--- src/rtl/srcmon_pkg.sv ---
package srcmon_pkg;
  typedef enum logic [1:0] {
    ST_NORMAL = 2'd0,
    ST_BUSY   = 2'd1,
    ST_FAULT  = 2'd2
  } mon_state_e;
endpackage

--- src/rtl/srcmon_timer.sv ---
module srcmon_timer #(
  parameter int LIMIT = 16,
  parameter int T_W   = $clog2(LIMIT + 1)
) (
  input  logic           clk,
  input  logic           rst_n,
  input  logic           clr,
  output logic [T_W-1:0] count,
  output logic           expired
);
  localparam logic [T_W-1:0] LAST = T_W'(LIMIT - 1);
  localparam logic [T_W-1:0] TOP  = {T_W{1'b1}};

  logic [T_W-1:0] count_q;

  always_ff @(posedge clk) begin
    if (!rst_n)            count_q <= '0;
    else if (clr)          count_q <= '0;
    else if (count_q != TOP) count_q <= count_q + 1'b1;
  end

  assign count   = count_q;
  assign expired = (count_q == LAST);

  // the controller always restarts the timer at or before the window end
  a_r2_timer_in_window: assert property (@(posedge clk) disable iff (!rst_n)
    count_q <= LAST);
endmodule

--- src/rtl/srcmon_run_counter.sv ---
module srcmon_run_counter #(
  parameter int LIMIT = 3,
  parameter int N_W   = $clog2(LIMIT + 1)
) (
  input  logic           clk,
  input  logic           rst_n,
  input  logic           clr,
  input  logic           inc,
  output logic [N_W-1:0] count
);
  logic [N_W-1:0] count_q;

  always_ff @(posedge clk) begin
    if (!rst_n)   count_q <= '0;
    else if (clr) count_q <= '0;
    else if (inc) count_q <= count_q + 1'b1;
  end

  assign count = count_q;

  // a streak never reaches the limit of the larger of the two counts
  a_r3_streak_bound: assert property (@(posedge clk) disable iff (!rst_n)
    int'(count_q) < LIMIT);
endmodule

--- src/rtl/srcmon_busy_window.sv ---
module srcmon_busy_window #(
  parameter int LEN_W    = 4,
  parameter int PROC_MIN = 2,
  parameter int PROC_MAX = 6,
  parameter int T_W      = 5
) (
  input  logic             clk,
  input  logic             rst_n,
  input  logic             load,
  input  logic [LEN_W-1:0] len_in,
  input  logic [T_W-1:0]   elapsed,
  output logic             done
);
  localparam logic [T_W-1:0] LO = T_W'(PROC_MIN);
  localparam logic [T_W-1:0] HI = T_W'(PROC_MAX);

  logic [T_W-1:0] len_d, len_q;

  always_comb begin
    if (int'(len_in) < PROC_MIN)      len_d = LO;
    else if (int'(len_in) > PROC_MAX) len_d = HI;
    else                              len_d = T_W'(len_in);
  end

  always_ff @(posedge clk) begin
    if (!rst_n)    len_q <= LO;
    else if (load) len_q <= len_d;
  end

  // elapsed counts edges since the accepting edge, starting at 0
  assign done = (elapsed >= len_q - 1'b1);

  // the captured length always lies inside the clamp range
  a_r5_len_clamped: assert property (@(posedge clk) disable iff (!rst_n)
    (len_q >= LO) && (len_q <= HI));
endmodule

--- src/rtl/srcmon_ctrl.sv ---
module srcmon_ctrl
  import srcmon_pkg::*;
#(
  parameter int MISS_LIMIT    = 3,
  parameter int RECOVER_COUNT = 2,
  parameter int N_W           = 2
) (
  input  logic           clk,
  input  logic           rst_n,
  input  logic           strobe,
  input  logic           t_expired,
  input  logic           busy_done,
  input  logic [N_W-1:0] run_n,
  output logic           timer_clr,
  output logic           run_clr,
  output logic           run_inc,
  output logic           win_load,
  output logic           miss_o,
  output logic           err_o,
  output logic           ok_o
);
  localparam logic [N_W-1:0] LOSS_LAST = N_W'(MISS_LIMIT - 1);
  localparam logic [N_W-1:0] GOOD_LAST = N_W'(RECOVER_COUNT - 1);

  mon_state_e state_q, state_d;
  logic miss_d, err_d, ok_d;
  logic miss_q, err_q, ok_q;

  always_comb begin
    state_d   = state_q;
    timer_clr = 1'b0;
    run_clr   = 1'b0;
    run_inc   = 1'b0;
    win_load  = 1'b0;
    miss_d    = 1'b0;
    err_d     = 1'b0;
    ok_d      = 1'b0;
    unique case (state_q)
      ST_NORMAL: begin
        if (strobe) begin
          state_d   = ST_BUSY;
          timer_clr = 1'b1;
          run_clr   = 1'b1;
          win_load  = 1'b1;
        end else if (t_expired) begin
          timer_clr = 1'b1;
          if (run_n >= LOSS_LAST) begin
            err_d   = 1'b1;
            run_clr = 1'b1;
            state_d = ST_FAULT;
          end else begin
            miss_d  = 1'b1;
            run_inc = 1'b1;
          end
        end
      end
      ST_BUSY: begin
        if (busy_done) state_d = ST_NORMAL;
      end
      ST_FAULT: begin
        if (strobe) begin
          timer_clr = 1'b1;
          if (run_n == GOOD_LAST) begin
            ok_d    = 1'b1;
            run_clr = 1'b1;
            state_d = ST_NORMAL;
          end else begin
            run_inc = 1'b1;
          end
        end else if (t_expired) begin
          timer_clr = 1'b1;
          run_clr   = 1'b1;
        end
      end
      default: state_d = ST_NORMAL;
    endcase
  end

  always_ff @(posedge clk) begin
    if (!rst_n) begin
      state_q <= ST_NORMAL;
      miss_q  <= 1'b0;
      err_q   <= 1'b0;
      ok_q    <= 1'b0;
    end else begin
      state_q <= state_d;
      miss_q  <= miss_d;
      err_q   <= err_d;
      ok_q    <= ok_d;
    end
  end

  assign miss_o = miss_q;
  assign err_o  = err_q;
  assign ok_o   = ok_q;

  a_r9_single_event: assert property (@(posedge clk) disable iff (!rst_n)
    $onehot0({miss_q, err_q, ok_q}));

  a_r2_timeout_reported: assert property (@(posedge clk) disable iff (!rst_n)
    (state_q == ST_NORMAL && t_expired && !strobe) |=> (miss_q || err_q));

  a_r4_strobe_clears_streak: assert property (@(posedge clk) disable iff (!rst_n)
    (state_q == ST_NORMAL && strobe) |=> (run_n == '0));

  a_r5_busy_silent: assert property (@(posedge clk) disable iff (!rst_n)
    (state_q == ST_BUSY) |=> !(miss_q || err_q || ok_q));

  a_r6_ok_from_fault: assert property (@(posedge clk) disable iff (!rst_n)
    ok_q |-> ($past(state_q) == ST_FAULT) && (state_q == ST_NORMAL));

  a_r7_fault_quiet: assert property (@(posedge clk) disable iff (!rst_n)
    (state_q == ST_FAULT) |=> !(miss_q || err_q));

  a_r8_strobe_beats_timeout: assert property (@(posedge clk) disable iff (!rst_n)
    (state_q == ST_NORMAL && strobe) |=> !miss_q);
endmodule

--- src/rtl/src_health_monitor.sv ---
module src_health_monitor #(
  parameter int PERIOD        = 12,
  parameter int JITTER        = 2,
  parameter int MISS_LIMIT    = 3,
  parameter int RECOVER_COUNT = 2,
  parameter int PROC_MIN      = 2,
  parameter int PROC_MAX      = 6,
  parameter int LEN_W         = 4
) (
  input  logic             clk,
  input  logic             rst_n,
  input  logic             data_strobe,
  input  logic [LEN_W-1:0] proc_len,
  output logic             miss_pulse,
  output logic             err_pulse,
  output logic             ok_pulse
);
  localparam int TIMEOUT  = PERIOD + 2 * JITTER;
  localparam int T_W      = $clog2(TIMEOUT + 1);
  localparam int RUN_MAX  = (MISS_LIMIT > RECOVER_COUNT) ? MISS_LIMIT : RECOVER_COUNT;
  localparam int N_W      = $clog2(RUN_MAX + 1);

  logic           timer_clr, run_clr, run_inc, win_load;
  logic           t_expired, busy_done;
  logic [T_W-1:0] t_count;
  logic [N_W-1:0] run_n;

  initial begin
    a_r5_window_fits: assert (PROC_MIN >= 1 && PROC_MAX >= PROC_MIN && PROC_MAX < TIMEOUT);
  end

  srcmon_timer #(.LIMIT(TIMEOUT), .T_W(T_W)) u_timer (
    .clk(clk), .rst_n(rst_n), .clr(timer_clr),
    .count(t_count), .expired(t_expired)
  );

  srcmon_run_counter #(.LIMIT(RUN_MAX), .N_W(N_W)) u_run (
    .clk(clk), .rst_n(rst_n), .clr(run_clr), .inc(run_inc), .count(run_n)
  );

  srcmon_busy_window #(
    .LEN_W(LEN_W), .PROC_MIN(PROC_MIN), .PROC_MAX(PROC_MAX), .T_W(T_W)
  ) u_window (
    .clk(clk), .rst_n(rst_n), .load(win_load), .len_in(proc_len),
    .elapsed(t_count), .done(busy_done)
  );

  srcmon_ctrl #(
    .MISS_LIMIT(MISS_LIMIT), .RECOVER_COUNT(RECOVER_COUNT), .N_W(N_W)
  ) u_ctrl (
    .clk(clk), .rst_n(rst_n), .strobe(data_strobe),
    .t_expired(t_expired), .busy_done(busy_done), .run_n(run_n),
    .timer_clr(timer_clr), .run_clr(run_clr), .run_inc(run_inc),
    .win_load(win_load),
    .miss_o(miss_pulse), .err_o(err_pulse), .ok_o(ok_pulse)
  );
endmodule

--- config.mk ---
export PLATFORM = sky130hd
export DESIGN_NAME = src_health_monitor
export DESIGN_NICKNAME = d
export VERILOG_FILES = /design/src/rtl/srcmon_pkg.sv /design/src/rtl/srcmon_timer.sv /design/src/rtl/srcmon_run_counter.sv /design/src/rtl/srcmon_busy_window.sv /design/src/rtl/srcmon_ctrl.sv /design/src/rtl/src_health_monitor.sv
export SDC_FILE = /design/constraint.sdc
export NUM_CORES = 1
export LEC_CHECK = 0
export BUFFER_PORTS_ARGS = -buffer_cell sky130_fd_sc_hd__buf_2
export CORE_MARGIN = 1
export CORE_UTILIZATION = 49
export DETAILED_ROUTE_END_ITERATION = 8
export GPL_ROUTABILITY_DRIVEN = 0
export PLACE_DENSITY_LB_ADDON = 0.2
export SLEW_MARGIN = 20
export SYNTH_ARGS = -nofsm -noshare
export SYNTH_HDL_FRONTEND = slang
export SYNTH_SLANG_ARGS = --single-unit
--- constraint.sdc ---
create_clock -name clk -period 1.7 [get_ports clk]
set_input_delay 0.17 -clock clk [delete_from_list [all_inputs] [get_ports clk]]
set_output_delay 0.17 -clock clk [all_outputs]
set_load 0.02 [all_outputs]
* Word-level counts from Yosys, hierarchy flattened
Cells that the tools add are included.
** Operators by class
- Reduce and logical (&&, ||, !) cells :: 8
- Add/sub/neg operators :: 3
- Bitwise logic cells :: 2
- $lt $le $gt $ge :: 4
- Equality and inequality tests :: 10
- Multiplexer cells :: 26
** Operator list (number)
- 1-bit 2-to-1 mux :: 15
- 2-bit 2-to-1 mux :: 6
- 2-bit case mux with 3 select lines :: 1
- 2-bit OR reduction :: 3
- 5-bit by 1-bit adder with 5-bit output (second input constant) :: 1
- 5-bit by 4-bit == test with 1-bit output (second input constant) :: 1
- 5-bit >= comparator :: 1
- 5-bit 2-to-1 mux :: 1
- 5-bit != test (second input constant) :: 1
- 5-bit AND reduction :: 1
- 5-bit by 1-bit subtractor with 5-bit output (second input constant) :: 1
- 2-bit by 1-bit == test with 1-bit output (second input constant) :: 2
- 4-bit by 3-bit > comparator with 1-bit output (second input constant) :: 1
- 4-bit by 2-bit < comparator with 1-bit output (second input constant) :: 1
- 4-bit 2-to-1 mux :: 1
- 2-bit != test (second input constant) :: 2
- 1-bit case mux with 2 select lines :: 2
- 3-bit by 2-bit != test with 1-bit output (second input constant) :: 1
- 3-bit != test (second input constant) :: 1
- 3-bit AND reduction :: 1
- 3-bit OR reduction :: 1
- 2-bit by 1-bit adder with 2-bit output (second input constant) :: 1
- 2-bit == test (second input constant) :: 1
- 2-bit >= comparator (second input constant) :: 1
- 4 further kinds :: 5
** Word-level totals
- Bits of input ports :: 7
- Flip-flop bits (word level) :: 17
- Output and inout bits :: 3

* Longest topological paths before layout
Gate-level depths: netlist of run 1.
- Depth after elaboration :: 6
- Depth in mapped cells :: 7

* Cells and area by module
A second synthesis of run 1 with hierarchy kept.
** Unflattened totals
- Cell total of the unflattened synthesis :: 95
- Area total of the unflattened synthesis :: 879.6 um^2
** By module, submodules not included
- srcmon_busy_window :: cells each 34, seq. area each 80.1 um^2, times used 1, area an instance 304.0 um^2
- srcmon_ctrl :: cells each 29, seq. area each 100.1 um^2, times used 1, area an instance 257.7 um^2
- srcmon_timer :: cells each 24, seq. area each 100.1 um^2, times used 1, area an instance 232.7 um^2
- srcmon_run_counter :: cells each 8, seq. area each 40.0 um^2, times used 1, area an instance 85.1 um^2

* Worst setup path after synthesis of run 1
Ideal clock, no wire load.
- Kind :: reg2reg
- From :: register u_window.len_q[0]
- To :: register u_ctrl.state_q[0]
- Arrival :: 1387 ps
- Cell stages (with the launch flop) :: 8
- Library setup time :: 91 ps
- Path buffers :: 0
- Clock period less this slack :: 1478 ps
- Slack :: 222 ps
- Cell sequence :: dfxtp_1 -> inv_1 -> ha_1 -> xnor2_1 -> ha_1 -> o21ai_0 -> nand2_1 -> a311oi_1
** Between the ends
- Longest elaborated chain between the ends :: 4
** Ends and longest elaborated chain
- start: declaration :: line srcmon_busy_window.sv:17 : logic [T_W-1:0] len_d, len_q;
- start signal: assignment :: line srcmon_busy_window.sv:27 : else if (load) len_q <= len_d;
- 5-bit by 1-bit subtractor with 5-bit output :: line srcmon_busy_window.sv:31 : assign done = (elapsed >= len_q - 1'b1);
- 5-bit >= comparator :: line srcmon_busy_window.sv:31
- 2-bit != test (no source line)
- 5-bit AND reduction (no source line)
- end signal: assignment :: line srcmon_ctrl.sv:86 : state_q <= state_d;
- end: declaration :: line srcmon_ctrl.sv:25 : mon_state_e state_q, state_d;
Every way passes these cells.
A chain may end at the register's enable or synchronous reset.

* Worst setup path in the final report of run 1
- From :: register u_timer.count_q[0] (netlist: u_timer.count[0])
- To :: register u_run.count_q[0] (netlist: u_run.count[0])
** Between the ends
- Longest elaborated chain between the ends :: 5
- Elaborated cells between the ends (all ways) :: 10
- Those cells by class :: 1 x eq/ne; 8 x mux; 1 x reduce/logical
** Ends and longest elaborated chain
- start: declaration :: line srcmon_timer.sv:14 : logic [T_W-1:0] count_q;
- start signal: assignment :: line srcmon_timer.sv:19 : else if (count_q != TOP) count_q <= count_q + 1'b1;
- 5-bit by 4-bit == test with 1-bit output * :: line srcmon_timer.sv:23 : assign expired = (count_q == LAST);
- 1-bit 2-to-1 mux, on equally long branches :: line srcmon_ctrl.sv:70, srcmon_ctrl.sv:45
- 1-bit 2-to-1 mux, on equally long branches :: line srcmon_ctrl.sv:61, srcmon_ctrl.sv:40
- 1-bit case mux with 2 select lines :: line srcmon_ctrl.sv:38 : unique case (state_q)
- 2-bit OR reduction (no source line)
- end signal: assignment :: line srcmon_run_counter.sv:16 : else if (inc) count_q <= count_q + 1'b1;
- end: declaration :: line srcmon_run_counter.sv:11 : logic [N_W-1:0] count_q;
Mark *: on every way between the ends. The rest lies on a longest branch, timed or not.

==> impl_metrics.env, run 1 <==
export IMPL_end_kind="flop"
export IMPL_period_needed_ns=1.58
export IMPL_floorplan_initialDensity_pct=55.4
export IMPL_p_per_area_nw_per_um2=746
export IMPL_dr_pass1_iters=4
export IMPL_worstSetupStartpointType="flop"
export IMPL_cts_tree="yes"
export IMPL_hp_start="rst_n"
export IMPL_postCtsSetupBuffers=0
export IMPL_min_to="u_window.len_q[1]$_SDFFE_PN1P_"
export IMPL_first_iter_violations=8
export IMPL_antenna_found_initial=0
export IMPL_seqPwrFrac_pct=54.3
export IMPL_min_delay_path_depth=2
export IMPL_combPwrFrac_pct=12.2
export IMPL_synth_edff_count=0
export IMPL_syn_inst=97
export IMPL_rrSetupSlack_ns=0.12
export IMPL_portBuffers=9
export IMPL_cts_hold_fix_buffers=0
export IMPL_final_layout_size_suffix_gt1_share_pct=18.2
export IMPL_die_width_microns=44.5
export IMPL_ys_seq_area_share_pct=36.3
export IMPL_slew_headroom_pct=81.9
export IMPL_setup_violations_final=0
export IMPL_reg2regPathDepth=6
export IMPL_outcome="completed"
export IMPL_synth_xor_area_share_pct=5.95
export IMPL_wl_per_cell_microns=11.2
export IMPL_cp_common_cell="ha_1"
export IMPL_synth_compound_area_share_pct=8.78
export IMPL_synthTopCellsByArea="dfxtp_1 (36%), ha_1 (16%), nor2_1 (5.9%)"
export IMPL_die_area_sq_um=1980
export IMPL_vias_per_cell=5.13
export IMPL_arrival_ns=1.75
export IMPL_synth_top_cell_area_share_pct=36.3
export IMPL_rsz0062_at_grt="no"
export IMPL_reg2reg_to="u_run.count[0]$_SDFFE_PP0P_"
export IMPL_drc_errors=0
export IMPL_syn_avg_cell_area_sq_um=9.11
export IMPL_synth_top_family_by_area="simple AND/OR/NAND/NOR gates"
export IMPL_grt_max_degree=10
export IMPL_critical_path_class="flop to flop"
export IMPL_die_h_microns=44.5
export IMPL_fillers=149
export IMPL_yosysWarnings=0
export IMPL_skew_ns=0.00554
export IMPL_r2r_start="u_timer.count[0]$_SDFFE_PP0P_"
export IMPL_drtAntennaViolNets=0
export IMPL_cts_repair_resized=0
export IMPL_vias=688
export IMPL_grt_ovfl_total=0
export IMPL_yosysTopAreaCell="dfxtp_1"
export IMPL_rows=14
export IMPL_max_cap_viol_count=0
export IMPL_pwr_share_clk_pct=33.6
export IMPL_ys_types=29
export IMPL_ys_flop_type="dfxtp_1"
export IMPL_hold_path_class="input port to flop"
export IMPL_cp_num_buf_inv=0
export IMPL_htreeDepth=1
export IMPL_syn_nets=115
export IMPL_diodes=0
export IMPL_grt_pass1_vias=635
export IMPL_core_sq_um=1590
export IMPL_dp_hpwl_microns=1170
export IMPL_critical_path_cell_chain="ha_1 > and3_1 > ha_1 > and2b_2 > a31oi_1 > a21oi_1"
export IMPL_cts_path_max_buffers=2
export IMPL_clockRootBuffer="clkbuf_4"
export IMPL_syn_area_sq_um=883
export IMPL_yosys_top_cells_count="dfxtp_1 (16), nor2_1 (14), ha_1 (11)"
export IMPL_net_switching_power_mw=0.180
export IMPL_cts_sinks=16
export IMPL_ios=10
export IMPL_critPathMaxStageDelay_ns=0.35
export IMPL_power_internal_mw=0.563
export IMPL_synthSimpleGateAreaFrac_pct=27.8
export IMPL_crit_fanout=4
export IMPL_clock_latency_ns=0.28
export IMPL_cts_made_buffers=3
export IMPL_fin_util_pct=62.5
export IMPL_async_reset_ff_share_pct=0
export IMPL_ys_seq_elements=16
export IMPL_switching_share_pct=24.2
export IMPL_min_period_over_period_pct=92.8
export IMPL_grt_first_pass_wirelength_microns=2590
export IMPL_synth_most_common_cell="dfxtp_1"
export IMPL_tns_ns=0
export IMPL_worstPathRequired_ns=1.87
export IMPL_grtUsageTotal_pct=17.8
export IMPL_ir_worst_vdd_mv=0.395
export IMPL_leakage_nw=0.431
export IMPL_fmax_ghz=0.634
export IMPL_synthToLayoutAreaGrowth_pct=12.7
export IMPL_synthAdderAreaFrac_pct=15.6
export IMPL_hold_viol=0
export IMPL_path_clk_slew_ns=0.10
export IMPL_crit_family="simple AND/OR/NAND/NOR gates"
export IMPL_synth_mux_area_share_pct=2.27
export IMPL_wl_microns=1510
export IMPL_finalPower_mw=0.743
export IMPL_nets=129
export IMPL_cpMaxStageDelayCell="dfxtp_1"
export IMPL_final_max_slew_viol_count=0
export IMPL_worst_slew_pin_transition_ns=0.271
## worst register-to-register path: cells and delay by family, from the launching register on
family	cells	cell delay, ns
AOI/OAI and AO/OA	2	0.31
adders and majority gates	2	0.40
DFF	1	0.35
and+or+nand+nor	2	0.41
## layout by cell type (no fill, tap or decap)
cell / instances
and3_1: 2
buf_2: 9
nor3b_2: 2
a31oi_1: 1
mux2i_1: 2
nand3b_1: 1
and4bb_1: 1
o21bai_1: 1
a21boi_0: 1
dfxtp_2: 1
nor2_1: 14
clkbuf_8: 1
or3b_4: 1
and4_2: 1
a311oi_1: 1
nand4b_1: 2
nand2b_1: 1
o21ai_0: 2
ha_1: 11
nor2b_1: 3
clkbuf_4: 3
nor3_1: 4
a21oi_1: 3
o211ai_1: 1
xor2_1: 3
nand3_1: 1
dfxtp_1: 15
nor4b_2: 1
xnor2_1: 3
inv_1: 8
nand2_1: 6
o21ai_1: 3
and2b_2: 1
## routing by layer
layer  global-route usage, %  wire length [microns]
met1                    21.1                    722
met2                    29.7                    693
met3                    4.90                     66
met4                    7.88                     25
met5                       0                      0
## worst max-delay path by stage
stage,from,end,slack [ns],cells after the start
after CTS,u_window.len_q[0]$_SDFFE_PN0P_,u_ctrl.state_q[0]$_SDFFE_PN0P_,0.09,7
final,u_timer.count[0]$_SDFFE_PP0P_,u_run.count[0]$_SDFFE_PP0P_,0.12,6
after detailed placement,u_window.len_q[0]$_SDFFE_PN0P_,u_ctrl.state_q[0]$_SDFFE_PN0P_,0.11,7
after floorplan,u_window.len_q[0]$_SDFFE_PN0P_,u_ctrl.state_q[0]$_SDFFE_PN0P_,0.22,7
after global routing,u_timer.count[1]$_SDFFE_PP0P_,u_run.count[0]$_SDFFE_PP0P_,0.001,6
after global placement,u_window.len_q[0]$_SDFFE_PN0P_,u_ctrl.state_q[0]$_SDFFE_PN0P_,0.13,7
## power by group through the flow
| stage | Sequential, mW | Clock, mW | Combinational [mW] |
|---|---|---|---|
| 3_3_place_gp | 0.411 | 0 | 0.0886 |
| 2_1_floorplan | 0.408 | 0 | 0.0663 |
| 4_1_cts | 0.403 | 0.253 | 0.0906 |
| 5_1_grt | 0.407 | 0.282 | 0.103 |
| 6_report | 0.403 | 0.249 | 0.0903 |
| 3_5_place_dp | 0.411 | 0 | 0.0905 |
## state kept, by name (all words and copies together), names as in the netlist
register and count:
u_run.count 2, u_ctrl.err_o 1, u_timer.count 5, u_ctrl.ok_o 1, u_ctrl.state_q 2, u_ctrl.miss_o 1, u_window.len_q 4
## metrics by stage
stage,instances,hold slack (ns),instance area [sq um],worst slack [ns]
floorplan,97,0.250,883,0.222
global placement,130,0.431,958,0.132
detailed placement,130,0.436,958,0.115
CTS,134,0.137,995,0.0939
global route,134,0.164,996,0.00127
finish,134,0.163,996,0.123
## area by class of cell
class / instances / area (sq um) / share of cell area [%]
clock buffers: 4 / 36.3 / 3.64
repair buffers: 9 / 45.0 / 4.52
well taps: 24 / 30.0 / 3.02
inverters: 8 / 30.0 / 3.02
multi-input cells: 73 / 533 / 53.5
flip-flops and latches: 16 / 322 / 32.3
## kinds of logic after synthesis
family                   after synthesis
XOR/XNOR                               6
AO/OA/AOI/OAI                         13
adder cells (fa/ha/maj)               11
AND/OR/NAND/NOR                       41
buffers and inverters                  8
multiplexers                           2
flip-flops                            16
(Power assumes the default switching activity.)
==> run 2: changes to the inputs <==
--- a/config.mk
+++ b/config.mk
@@ -7,7 +7,8 @@
 export LEC_CHECK = 0
 export BUFFER_PORTS_ARGS = -buffer_cell sky130_fd_sc_hd__buf_2
 export CORE_MARGIN = 1
-export CORE_UTILIZATION = 49
+export CORE_UTILIZATION = 35
+export CTS_BUF_LIST = sky130_fd_sc_hd__clkbuf_4
 export DETAILED_ROUTE_END_ITERATION = 8
 export GPL_ROUTABILITY_DRIVEN = 0
 export PLACE_DENSITY_LB_ADDON = 0.2
==> impl_metrics.env, run 2 (synthesis gave the netlist of run 1 again) <==
export IMPL_dp_hpwl_microns=1170
export IMPL_cp_num_buf_inv=1
export IMPL_vias=683
export IMPL_grt_ovfl_total=0
export IMPL_path_clk_slew_ns=0.10
export IMPL_postCtsSetupBuffers=0
export IMPL_final_layout_size_suffix_gt1_share_pct=20.9
export IMPL_synthToLayoutAreaGrowth_pct=14.2
export IMPL_multi_input_area_sq_um=549
export IMPL_tns_ns=0
export IMPL_grt_first_pass_wirelength_microns=2750
export IMPL_hold_path_class="input port to flop"
export IMPL_pwr_share_clk_pct=29.4
export IMPL_antenna_found_initial=0
export IMPL_cp_common_cell="ha_1"
export IMPL_final_cell_mix="nor2_1 (14), dfxtp_1 (14), ha_1 (10)"
export IMPL_rows=17
export IMPL_ir_worst_vdd_mv=0.409
export IMPL_max_cap_viol_count=0
export IMPL_htreeDepth=1
export IMPL_p_per_area_nw_per_um2=698
export IMPL_cts_tree="yes"
export IMPL_portBuffers=9
export IMPL_arrival_ns=1.80
export IMPL_clock_latency_ns=0.29
export IMPL_fmax_ghz=0.627
export IMPL_worstPathRequired_ns=1.90
export IMPL_floorplan_initialDensity_pct=38.5
export IMPL_ios=10
export IMPL_rsz0062_at_grt="no"
export IMPL_end_kind="flop"
export IMPL_skew_ns=0.00372
export IMPL_first_iter_violations=11
export IMPL_clockRootBuffer="clkbuf_4"
export IMPL_switching_share_pct=26.2
export IMPL_dr_pass1_iters=4
export IMPL_slew_headroom_pct=82.0
export IMPL_final_max_slew_viol_count=0
export IMPL_wl_per_cell_microns=11.2
export IMPL_critical_path_cell_chain="inv_1 > ha_1 > xnor2_2 > ha_1 > o21ai_0 > nand2_1 > a311oi_1"
export IMPL_cts_made_buffers=3
export IMPL_final_seq_area_sq_um=323
export IMPL_finalPower_mw=0.704
export IMPL_drc_errors=0
export IMPL_die_h_microns=52.2
export IMPL_crit_fanout=3
export IMPL_holdWs_ns=0.146
export IMPL_fillers=235
export IMPL_power_internal_mw=0.520
export IMPL_cts_hold_fix_buffers=0
export IMPL_grtUsageTotal_pct=13.7
export IMPL_critical_path_class="flop to flop"
export IMPL_outcome="completed"
export IMPL_worstSetupStartpointType="flop"
export IMPL_min_period_over_period_pct=93.8
export IMPL_core_sq_um=2300
export IMPL_largest_reg_flops=5
export IMPL_critPathMaxStageDelay_ns=0.35
export IMPL_cts_sinks=16
export IMPL_crit_family="adder cells"
export IMPL_cpMaxStageDelayCell="dfxtp_2"
export IMPL_diodes=0
export IMPL_cts_path_max_buffers=2
export IMPL_worst_slew_pin_transition_ns=0.270
export IMPL_net_switching_power_mw=0.185
export IMPL_fin_util_pct=43.9
export IMPL_wl_microns=1550
export IMPL_vias_per_cell=4.95
export IMPL_leakage_nw=0.426
export IMPL_period_needed_ns=1.60
export IMPL_seqPwrFrac_pct=57.3
export IMPL_combPwrFrac_pct=13.3
export IMPL_die_area_sq_um=2730
export IMPL_drtAntennaViolNets=0
export IMPL_hold_viol=0
export IMPL_nets=129
export IMPL_die_width_microns=52.2
export IMPL_grt_max_degree=10
export IMPL_setup_violations_final=0
export IMPL_grt_pass1_vias=636
## run 2: cell count changes in the layout (fill, tap and decap cells not counted), sizes merged
cell    before  now
clkbuf       4    3
clkinv       0    1
## run 2: area by class of cell
type                            instances  share of cell area [%]
Inverter                                8                    2.98
Clock buffer                            3                    2.23
Multi-Input combinational cell         73                    54.5
Sequential cell                        16                    32.0
Clock inverter                          1                   0.372
Timing Repair Buffer                    9                    4.47
Tap cell                               28                    3.47
## run 2: repair_timing
action                                 CTS  global route
resized for setup                        0             5
endpoints found under the hold margin    0             0
setup endpoints to repair                0             4
## run 2: power groups by stage
stage | Clock [mW] | Combinational (mW) | Sequential (mW)
3_5_place_dp | 0 | 0.0913 | 0.411
4_1_cts | 0.218 | 0.0918 | 0.403
5_1_grt | 0.237 | 0.106 | 0.407
2_1_floorplan | 0 | 0.0663 | 0.408
6_report | 0.207 | 0.0934 | 0.403
3_3_place_gp | 0 | 0.0899 | 0.410
## run 2: worst reg2reg max path: stages, from the launching register on
cell      delay [ns]
dfxtp_2         0.35
inv_1           0.06
ha_1            0.23
xnor2_2         0.15
ha_1            0.27
o21ai_0         0.15
nand2_1         0.07
a311oi_1        0.23
## run 2: stage by stage
stage | area, sq um | instances | worst slack, ns
after floorplan | 883 | 97 | 0.222
after detailed placement | 963 | 134 | 0.0784
after CTS | 990 | 138 | 0.0462
final | 1010 | 138 | 0.105
after global routing | 1010 | 138 | 0.000218
after global placement | 963 | 134 | 0.117
## run 2: path summary, 6_finish.rpt
kind | from | end | slack [ns] | cells past startpoint
hold reg to reg | u_window.len_q[0]$_SDFFE_PN0P_ | u_window.len_q[0]$_SDFFE_PN0P_ | 0.47 | 2
setup / recovery | u_window.len_q[0]$_SDFFE_PN0P_ | u_ctrl.state_q[0]$_SDFFE_PN0P_ | 0.10 | 7
hold / removal | rst_n | u_window.len_q[1]$_SDFFE_PN1P_ | 0.15 | 2
setup reg to reg | u_window.len_q[0]$_SDFFE_PN0P_ | u_ctrl.state_q[0]$_SDFFE_PN0P_ | 0.10 | 7
## run 2: per-layer routing
layer  GRT usage (%)  up-vias  part of all wire, %  wire length (microns)
met3            5.22        2                  3.6                     56
met2            22.6        8                   44                    684
li1                -      359                    -                      -
met4            3.95        0                 0.78                     12
met5               0        -                    0                      0
met1            16.5      314                   51                    791
